[src/rtl/ctl_pat_pkg.sv]
package ctl_pat_pkg;
  typedef enum logic [1:0] {
    MODE_IDLE   = 2'd0,
    MODE_PLAY   = 2'd1,
    MODE_SEARCH = 2'd2,
    MODE_REC    = 2'd3
  } ctlMode_e;

  typedef struct packed {
    logic load;
    logic shift;
    logic rotate;
  } patStrobe_t;
endpackage

[src/rtl/ctl_pat_ctrl.sv]
module ctl_pat_ctrl
  import ctl_pat_pkg::*;
#(
  parameter int WIDTH = 8
) (
  input  logic       clk,
  input  logic       rst_n,
  input  logic       stopReq,
  input  logic [1:0] modeSel,
  input  logic       detEnable,
  input  logic       indexActive,
  input  logic       armWr,
  input  logic       flagClr,
  input  logic       regWrEn,
  input  logic       pbPulse,
  input  logic       recDone,
  output patStrobe_t strobe,
  output logic       patFlag
);
  localparam int CW = (WIDTH > 1) ? $clog2(WIDTH) : 1;
  localparam logic [CW-1:0] LAST = CW'(WIDTH - 1);

  ctlMode_e mode;
  logic detActive, capture, armHit, setFlag;
  logic armed;
  logic [CW-1:0] pulseCnt;

  assign mode      = ctlMode_e'(modeSel);
  assign detActive = detEnable && (mode == MODE_PLAY || mode == MODE_SEARCH);
  assign capture   = detActive && pbPulse && !indexActive;
  assign armHit    = armWr && detActive;
  assign setFlag   = capture && armed && !armHit && (pulseCnt == LAST);

  always_comb begin
    strobe.load   = regWrEn && !detEnable;
    strobe.shift  = capture;
    strobe.rotate = (mode == MODE_REC) && recDone && !strobe.load;
  end

  always_ff @(posedge clk or negedge rst_n) begin
    if (!rst_n) begin
      armed    <= 1'b0;
      pulseCnt <= '0;
      patFlag  <= 1'b0;
    end else if (stopReq) begin
      armed    <= 1'b0;
      pulseCnt <= '0;
      patFlag  <= 1'b0;
    end else begin
      if (armHit) begin
        armed    <= 1'b1;
        pulseCnt <= '0;
      end else if (capture && armed) begin
        if (pulseCnt == LAST) begin
          armed    <= 1'b0;
          pulseCnt <= '0;
        end else begin
          pulseCnt <= pulseCnt + 1'b1;
        end
      end
      if (setFlag)      patFlag <= 1'b1;
      else if (flagClr) patFlag <= 1'b0;
    end
  end

  // a clear with no pulse in flight always drops the flag
  p_flag_clear_r6: assert property (@(posedge clk) disable iff (!rst_n)
    (flagClr && !pbPulse && !stopReq) |=> !patFlag);
  // once set, the flag stays until cleared or stopped
  p_flag_hold_r5: assert property (@(posedge clk) disable iff (!rst_n)
    (patFlag && !flagClr && !stopReq) |=> patFlag);
  // an unarmed counter never raises the flag
  p_no_set_unarmed_r5: assert property (@(posedge clk) disable iff (!rst_n)
    (!armed && !patFlag) |=> !patFlag);
  // the strobes that reach the datapath never overlap
  p_strobe_excl_r8: assert property (@(posedge clk) disable iff (!rst_n)
    $onehot0({strobe.load, strobe.shift, strobe.rotate}));
endmodule

[src/rtl/ctl_pat_dp.sv]
module ctl_pat_dp
  import ctl_pat_pkg::*;
#(
  parameter int WIDTH = 8
) (
  input  logic             clk,
  input  logic             rst_n,
  input  logic             stopReq,
  input  patStrobe_t       strobe,
  input  logic             bitIn,
  input  logic [WIDTH-1:0] wrData,
  output logic [WIDTH-1:0] patReg
);
  localparam logic [WIDTH-1:0] ALL_ONES = {WIDTH{1'b1}};

  always_ff @(posedge clk or negedge rst_n) begin
    if (!rst_n)             patReg <= ALL_ONES;
    else if (stopReq)       patReg <= ALL_ONES;
    else if (strobe.load)   patReg <= wrData;
    else if (strobe.shift)  patReg <= {patReg[WIDTH-2:0], bitIn};
    else if (strobe.rotate) patReg <= {patReg[WIDTH-2:0], patReg[WIDTH-1]};
  end

  // a capture moves every bit up one place and inserts the verdict
  p_shift_r2: assert property (@(posedge clk) disable iff (!rst_n)
    (strobe.shift && !stopReq) |=>
      patReg == {$past(patReg[WIDTH-2:0]), $past(bitIn)});
  // a replay step keeps the pattern as a rotation
  p_rotate_r8: assert property (@(posedge clk) disable iff (!rst_n)
    (strobe.rotate && !stopReq) |=>
      ($countones(patReg) == $countones($past(patReg))) &&
      patReg[0] == $past(patReg[WIDTH-1]));
  // no strobe, no change
  p_idle_hold_r3: assert property (@(posedge clk) disable iff (!rst_n)
    (!strobe.load && !strobe.shift && !strobe.rotate && !stopReq) |=> $stable(patReg));
endmodule

[src/rtl/ctl_pattern_reg.sv]
module ctl_pattern_reg
  import ctl_pat_pkg::*;
#(
  parameter int WIDTH = 8
) (
  input  logic             clk,
  input  logic             rst_n,
  input  logic             stopReq,
  input  logic [1:0]       modeSel,
  input  logic             detEnable,
  input  logic             indexActive,
  input  logic             armWr,
  input  logic             flagClr,
  input  logic             regWrEn,
  input  logic [WIDTH-1:0] regWrData,
  output logic [WIDTH-1:0] regRdData,
  input  logic             pbPulse,
  input  logic             pbLong,
  input  logic             recDone,
  output logic             patFlag,
  output logic             recLong
);
  patStrobe_t strobe;

  ctl_pat_ctrl #(.WIDTH(WIDTH)) u_ctrl (
    .clk(clk), .rst_n(rst_n), .stopReq(stopReq), .modeSel(modeSel),
    .detEnable(detEnable), .indexActive(indexActive), .armWr(armWr),
    .flagClr(flagClr), .regWrEn(regWrEn), .pbPulse(pbPulse),
    .recDone(recDone), .strobe(strobe), .patFlag(patFlag)
  );

  ctl_pat_dp #(.WIDTH(WIDTH)) u_dp (
    .clk(clk), .rst_n(rst_n), .stopReq(stopReq), .strobe(strobe),
    .bitIn(pbLong), .wrData(regWrData), .patReg(regRdData)
  );

  assign recLong = regRdData[WIDTH-1];

  // a stop request restores the all-ones pattern and drops the flag
  p_stop_clear_r1: assert property (@(posedge clk) disable iff (!rst_n)
    stopReq |=> (regRdData == {WIDTH{1'b1}}) && !patFlag);
  // a write while capture is enabled leaves the register alone
  p_write_lock_r4: assert property (@(posedge clk) disable iff (!rst_n)
    (regWrEn && detEnable && !pbPulse && !recDone && !stopReq) |=> $stable(regRdData));
endmodule

[config.mk]
export PLATFORM = sky130hd
export DESIGN_NAME = ctl_pattern_reg
export DESIGN_NICKNAME = d
export VERILOG_FILES = /design/src/rtl/ctl_pat_pkg.sv /design/src/rtl/ctl_pat_ctrl.sv /design/src/rtl/ctl_pat_dp.sv /design/src/rtl/ctl_pattern_reg.sv
export SDC_FILE = /design/constraint.sdc
export NUM_CORES = 1
export LEC_CHECK = 0
export CAP_MARGIN = 20
export CORE_MARGIN = 3
export CORE_UTILIZATION = 45
export DETAILED_ROUTE_END_ITERATION = 16
export PLACE_DENSITY = 0.84
export SETUP_SLACK_MARGIN = 0.3
export SLEW_MARGIN = 0
export SYNTH_ARGS = -nofsm -noshare
export SYNTH_HDL_FRONTEND = slang
export SYNTH_SLANG_ARGS = --single-unit
[constraint.sdc]
create_clock -name clk -period 2.55 [get_ports clk]
set_input_delay 0.51 -clock clk [delete_from_list [all_inputs] [get_ports clk]]
set_output_delay 0.51 -clock clk [all_outputs]
set_load 0.02 [all_outputs]
; Word level (Yosys, flattened, before mapping)
; Index checks and enable logic that the tools add are counted.
[word_totals]
regBits = 13
input_bits = 21
out_inout_bits = 10
wordCells = 44
[classes]
addsub = 1
eq_ne = 4
muxes = 15
n_reduce_logical = 20
[op_table]
columns = cell, count
row1 = $mux W8, 4
row2 = $mux W3, 4
row3 = $logic_and A1 B1 Y1, 10
row4 = $reduce_bool A3 Y1, 3
row5 = $mux W1, 7
row6 = $eq A2 B2 Y1 const B, 2
row7 = $logic_not A1 Y1, 4
row8 = $reduce_bool A4 Y1, 1
row9 = $add A3 B1 Y3 const B, 1
row10 = $eq A3 B3 Y1 const B, 1
row11 = $eq A2 B1 Y1 const B, 1
row12 = $reduce_and A2 Y1, 1
row13 = $logic_or A1 B1 Y1, 1

; Longest topological paths before layout
; Gate-level depths: netlist (run 1).
[logic_depth]
word_depth = 10
mapped_depth = 7

; Hierarchy
; From an unflattened synthesis (run 1), not the netlist that was laid out.
[hier_totals]
hier_cells = 78
hier_area_um2 = 779.5
[by_module_without_submodules]
columns = module, n_inst, cells_per_inst, area_per_inst_um2, seq_area_each_um2
row1 = ctl_pat_dp, 1, 45, 471.7, 210.2
row2 = ctl_pat_ctrl, 1, 32, 300.3, 125.1
row3 = ctl_pattern_reg, 1, 1, 7.5, 0.0

; Least setup slack after synthesis (run 1)
; OpenSTA, ideal clock, no wires.
[synth_path]
path_type = input to register
from = input modeSel[0]
to = register u_dp.patReg[0]
setup_ps = 82
arrival_ps = 1810
required_time_ps = 2468
slack_ps = 658
stages = 6
path_buffers = 2
path_cell_list = ha_1 > and4b_1 > buf_6 > a211o_4 > buf_6 > a211o_1
[synth_via]
elab_chain_len = 8
elab_cells_between_ends = 13
[synth_lines]
columns = item, line_no
row1 = start: declaration, ctl_pattern_reg.sv:9  ; input logic [1:0] modeSel,
row2 = $eq A2 B1 Y1 / $eq A2 B2 Y1 (equally long branches), ctl_pat_ctrl.sv:29  ; assign detActive = detEnable && (mode == MODE_PLAY || mode == MODE_SEARCH);
row3 = $logic_or A1 B1 Y1, ctl_pat_ctrl.sv:29
row4 = $logic_and A1 B1 Y1, ctl_pat_ctrl.sv:29
row5 = $logic_and A1 B1 Y1 (2 in series), ctl_pat_ctrl.sv:30  ; assign capture = detActive && pbPulse && !indexActive;
row6 = $mux W8, ctl_pat_dp.sv:20  ; else if (strobe.shift) patReg <= {patReg[WIDTH-2:0], bitIn};
row7 = $mux W8, ctl_pat_dp.sv:19  ; else if (strobe.load) patReg <= wrData;
row8 = $mux W8, ctl_pat_dp.sv:18  ; else if (stopReq) patReg <= ALL_ONES;
row9 = end signal: assignment, ctl_pat_dp.sv:19
row10 = end signal: assignment, ctl_pat_dp.sv:20
row11 = end signal: assignment, ctl_pat_dp.sv:21  ; else if (strobe.rotate) patReg <= {patReg[WIDTH-2:0], patReg[WIDTH-1]};
row12 = end: declaration, ctl_pat_dp.sv:12  ; output logic [WIDTH-1:0] patReg
; Several ways; a longest one is shown, not always the timed one.
; A chain may end at the register's enable or synchronous reset.

; Worst setup path in the final report (run 1)
[layout_path]
from = input modeSel[0]
to = register u_dp.patReg[4]
; Same word-level chain as after synthesis.

==> results of run 1 <==
layer usage:
layer / track usage (%) / vias up / part of all wire, %
met3: 3.45 / 4 / 4.8
met2: 31.8 / 22 / 50
met4: 9.39 / 0 / 2.4
li1: - / 349 / -
met5: 0 / - / 0
met1: 23.9 / 338 / 43
worst paths after layout:
| path | from | to | slack [ns] | depth (start not counted) |
|---|---|---|---|---|
| min in group asynchronous | rst_n | u_ctrl.pulseCnt[0] | 0.59 | 1 |
| worst max register to register | u_ctrl.pulseCnt[0] | u_ctrl.pulseCnt[0] | 1.17 | 4 |
| worst max-delay path | modeSel[0] | u_dp.patReg[4] | 0.58 | 6 |
| worst min register to register | u_ctrl.patFlag | u_ctrl.patFlag | 0.55 | 2 |
| max in group asynchronous | rst_n | u_dp.patReg[1] | 1.58 | 1 |
| worst min-delay path | u_ctrl.patFlag | u_ctrl.patFlag | 0.55 | 2 |
report_power, final:
group | leakage [nW] | switching [mW] | internal, mW
logic | 0.347 | 0.0491 | 0.0625
clock network | 0.0150 | 0.0710 | 0.0607
registers | 0.154 | 0.00695 | 0.221
total | 0.516 | 0.127 | 0.344
cells in the final DEF (no fill, tap or decap), drive strengths merged:
cell,instances
nand3b,3
and2,1
clkbuf,4
nand2b,3
a21oi,6
nand2,18
nand3,3
a211o,2
nor2b,1
inv,1
and4b,1
and3,7
dfrtp,5
buf,1
clkdlybuf4s50,30
dfstp,8
or3,1
nor2,9
ha,3
mux2i,1
o21bai,7
critical path: stages:
cell and delay, ns:
clkdlybuf4s50_1 0.41, ha_1 0.30, and4b_1 0.27, a211o_4 0.39, and3_1 0.16, o21bai_1 0.13
registers in the layout (all words and copies together) (netlist names):
| signal | flops |
|---|---|
| u_dp.patReg | 8 |
| u_ctrl.pulseCnt | 3 |
| u_ctrl.armed | 1 |
| u_ctrl.patFlag | 1 |
area by class of cell:
type	instances	share of cell area, %
inverter	1	0.346
multi-input combinational	66	36.0
tap	16	1.85
sequential	13	30.9
clock buffer	4	2.42
timing repair buffer	31	28.4
cells by family (layout without fill, tap and decap cells):
group	after synthesis	in the layout	synth area share (%)
adder cells (fa/ha/maj)	3	3	4.87
buffers and inverters	7	36	5.84
AO/OA/AOI/OAI	15	15	14.6
AND/OR/NAND/NOR	47	47	29.9
multiplexers	1	1	1.30
flip-flops	13	13	43.5
stage by stage:
step / total power, mW / cells / worst slack, ns / hold slack [ns]
after floorplan: 0.287 / 86 / 0.658 / 0.214
after global placement: 0.341 / 127 / 0.323 / 0.525
after detailed placement: 0.343 / 127 / 0.275 / 0.537
after CTS: 0.473 / 131 / 0.562 / 0.548
after global routing: 0.494 / 131 / 0.475 / 0.584
final: 0.471 / 131 / 0.578 / 0.547
==> qor.txt, run 1 <==
Post-synth EDFFs: 0
CP Launch Type: input pin
Largest net degree at the start of global routing: 17
CTS Hold Buffers Added: 0
Post-Route Setup TNS: 0 ns
# DRC: 0
First-pass GRT wire length: 2990 um
Finished Cell Area: 0.00108 mm^2
Post-synth cell types: 24
Final Skew: 0.00290 ns
Total die area: 0.00225 mm^2
Clk_lat worst skew: 0.28 ns
Initial Util: 49.4%
Peak supply drop: 0.311 mV
Io pins: 31
Tot GR Track Use: 19.2%
Pins Over Slew Limit: 0
DR iter-0 viols: 9
Clock sinks: 13
Period utilisation layout: 77.4%
Final wirelength: 1800 um
Post-detailed-route count of antenna-violating nets: 0
Tightest Pin Transition: 0.571 ns
Async S/R FF share, synth: 100%
Critical path class: in -> reg
Seq/Total Area, Yosys: 43.5%
Pwr dens: 435 mW/mm^2
H-tree depth: 1
Layout cell share with drive strength beyond 1: 12.2%
Synth Area per Inst: 8.96 um^2
Layout Nets: 140
Hold Fails Final Rpt: 0
Initial antenna violation count: 0
Synth Warn #: 0
Most numerous cell in the Yosys netlist: nand2_1
Arr. time, crit path: 2.18 ns
Fillers: 134
Max-slew headroom: 61.8%
Die Ht: 47.4 um
Vias: 713
DR WL/cell: 13.7 um
Root Buffer: clkbuf_4
Synth cell count leaders: nand2_1, nor2_1, dfstp_2, and3_1
Minimum clock period: 1.97 ns
Worst Setup End Kind: flop
Ant diodes: 0
Synthesized Nets: 110
Final setup vio count: 0
Clock Tree Buf Depth: 2
Worst-path fanout max: 16
Ys flop type: dfstp_2
Number of max-cap violations: 0
Mapped Area: 771 um^2
# port buffers: 30
Global placement routability congestion: 0.840
Grt ovf: 0
Multi-input gate area: 390 um^2
Storage cell area: 335 um^2
CP required: 2.76 ns
Die X: 47.4 um
Pleak: 0.516 nW
Vias in the first global route: 703
Fin util: 69.5%
Top-area cell type share of the netlist area: 27.3%
Post_cts resized: 0
DRT Pass-1 Iters: 4
RSZ-0062 raised after global routing: no
Cell taking the most area after synthesis: dfstp_2
Site Rows: 14
Fmax: 507 MHz
Post-CTS setup buffer count: 0
Hold/Removal Path Class: reg -> reg
Area contributors post-synth: dfstp_2, dfrtp_1, nand2_1
Vias per inst: 5.44
Area Overhead vs Synth: 40.6%
Synth Register Bits: 13
CTS tree: done
Reg clk slew, reported paths: 0.08 ns
Outcome: complete, no violations
Total CTS buffers: 3
Synthesized instance count: 86
Core area: 0.00156 mm^2
Post-DP Area: 0.00106 mm^2
No activity file was read; power rests on OpenSTA's default activity.
==> inputs of run 2 (changes only) <==
--- a/config.mk
+++ b/config.mk
@@ -7,9 +7,9 @@
 export LEC_CHECK = 0
 export CAP_MARGIN = 20
 export CORE_MARGIN = 3
-export CORE_UTILIZATION = 45
+export CORE_UTILIZATION = 42
 export DETAILED_ROUTE_END_ITERATION = 16
-export PLACE_DENSITY = 0.84
+export PLACE_DENSITY = 0.79
 export SETUP_SLACK_MARGIN = 0.3
 export SLEW_MARGIN = 0
 export SYNTH_ARGS = -nofsm -noshare
==> constraint.sdc (replaced) <==
create_clock -name clk -period 1.92 [get_ports clk]
set_input_delay 0.384 -clock clk [delete_from_list [all_inputs] [get_ports clk]]
set_output_delay 0.384 -clock clk [all_outputs]
set_load 0.02 [all_outputs]
==> qor.txt, run 2 (same netlist as run 1, synthesis figures left out) <==
Outcome: complete, no violations
Worst-path fanout max: 4
Initial Util: 47.8%
RSZ-0062 raised after global routing: no
R2R setup slack: 0.53 ns
Most frequent cells in the layout: nand2_1, clkdlybuf4s50_1, dlygate4sd2_1, nor2_1, dfstp_2
Core area: 0.00161 mm^2
Vias per inst: 5.15
CTS tree: done
Root Buffer: clkbuf_4
Layout cell share with drive strength beyond 1: 19.0%
DR iter-0 viols: 18
Final Skew: 0.000277 ns
Multi-input gate area: 424 um^2
Arr. time, crit path: 1.18 ns
Hold/Removal Path Class: in -> async
Io pins: 31
Biggest regs: u_dp.patReg x8, u_ctrl.pulseCnt x3
Area Overhead vs Synth: 49.5%
Hold slack: 0.475 ns
CP required: 1.54 ns
Pins Over Slew Limit: 0
Max reg flops: 8
Total die area: 0.00238 mm^2
Worst path slowest cell: dfstp_2
DRT Pass-1 Iters: 4
Layout Nets: 146
Clock Tree Buf Depth: 2
Number of max-cap violations: 0
Critical path's top delay family: flip-flops
Largest register by flop count: u_dp.patReg
Post-Route Setup TNS: 0 ns
Global placement routability congestion: 0.748
FF-to-FF End: u_ctrl.pulseCnt[0]
Ant diodes: 0
Fillers: 139
Fin util: 71.5%
Total CTS buffers: 3
Met2 GRT Util: 33.0%
GR met3 Demand/Resource: 3.06%
H-tree depth: 1
DP Wirelength: 1450 um
Crit-path max cell delay: 0.56 ns
CP Launch Type: flop
Die X: 48.8 um
R2R depth: 4
GR Util met1: 23.9%
Peak supply drop: 0.447 mV
Pleak: 0.539 nW
Worst Setup End Kind: output port
Hold Fails Final Rpt: 0
Final wirelength: 2090 um
# port buffers: 30
Grt ovf: 0
Reg clk slew, reported paths: 0.08 ns
# DRC: 0
Final setup vio count: 0
Site Rows: 14
Clk_lat worst skew: 0.28 ns
CP Cell Sequence: dlygate4sd2_1
Pwr dens: 550 mW/mm^2
Critical path class: reg -> out
Vias in the first global route: 776
Tot GR Track Use: 19.4%
WP buf/inv: 1
Tightest Pin Transition: 0.598 ns
Fmax: 638 MHz
Storage cell area: 335 um^2
Post-detailed-route count of antenna-violating nets: 0
Period utilisation layout: 81.7%
Minimum clock period: 1.57 ns
GRT busiest layer: met2
Clock sinks: 13
Max-slew headroom: 60.0%
Die Ht: 48.8 um
CTS Hold Buffers Added: 0
DR WL/cell: 14.4 um
FF-to-FF Start: u_ctrl.pulseCnt[0]
First-pass GRT wire length: 3530 um
Largest net degree at the start of global routing: 14
Initial antenna violation count: 0
Vias: 747
## run 2: routing by layer
| layer | share of wire, % | up-vias |
|---|---|---|
| met3 | 5.0 | 5 |
| met2 | 48 | 27 |
| met4 | 1.9 | 0 |
| li1 | - | 362 |
| met5 | 0 | - |
| met1 | 45 | 353 |
## run 2: repair_timing
action	4_1_cts	5_1_grt
pin swaps	2	4
setup endpoints to repair	22	7
buffers inserted	1	0
gates resized for setup	13	4
cloned	1	0
## run 2: where the power goes
group | switching (mW) | internal, mW | leakage [nW] | total, mW
clock | 0.0937 | 0.0807 | 0.0150 | 0.174
combinational | 0.0727 | 0.0850 | 0.370 | 0.158
sequential | 0.00905 | 0.293 | 0.154 | 0.302
## run 2: final cells by class
| type | count | share of cell area [%] |
|---|---|---|
| Clock buffer | 4 | 2.28 |
| Inverter | 1 | 0.326 |
| Multi-Input combinational cell | 67 | 36.8 |
| Sequential cell | 13 | 29.1 |
| Tap cell | 24 | 2.61 |
| Timing Repair Buffer | 36 | 28.9 |
## run 2: worst max-delay path by stage
| stage | end | cells after the start | slack [ns] | from |
|---|---|---|---|---|
| 2_1_floorplan | u_dp.patReg[0] | 6 | 0.30 | modeSel[0] |
| 3_3_place_gp | u_dp.patReg[7] | 6 | -0.12 | modeSel[0] |
| 3_5_place_dp | u_dp.patReg[0] | 6 | -0.18 | modeSel[0] |
| 4_1_cts | u_dp.patReg[1] | 6 | 0.31 | modeSel[0] |
| 5_1_grt | u_dp.patReg[0] | 5 | 0.31 | detEnable |
| 6_report | recLong | 1 | 0.35 | u_dp.patReg[7] |
## run 2: worst register-to-register path, delay by kind of cell (launching register included)
family          cells  cell delay, ns
compound gates      1            0.13
fa+ha+maj           2            0.41
flops               1            0.40
simple gates        1            0.37
## run 2: per-stage QoR
| stage | area [um^2] | total power, mW | worst slack [ns] | cells |
|---|---|---|---|---|
| after floorplan | 783 | 0.382 | 0.298 | 86 |
| after global placement | 1110 | 0.461 | -0.122 | 139 |
| after detailed placement | 1110 | 0.465 | -0.179 | 139 |
| after CTS | 1140 | 0.636 | 0.312 | 145 |
| after global routing | 1150 | 0.664 | 0.310 | 145 |
| final | 1150 | 0.634 | 0.352 | 145 |
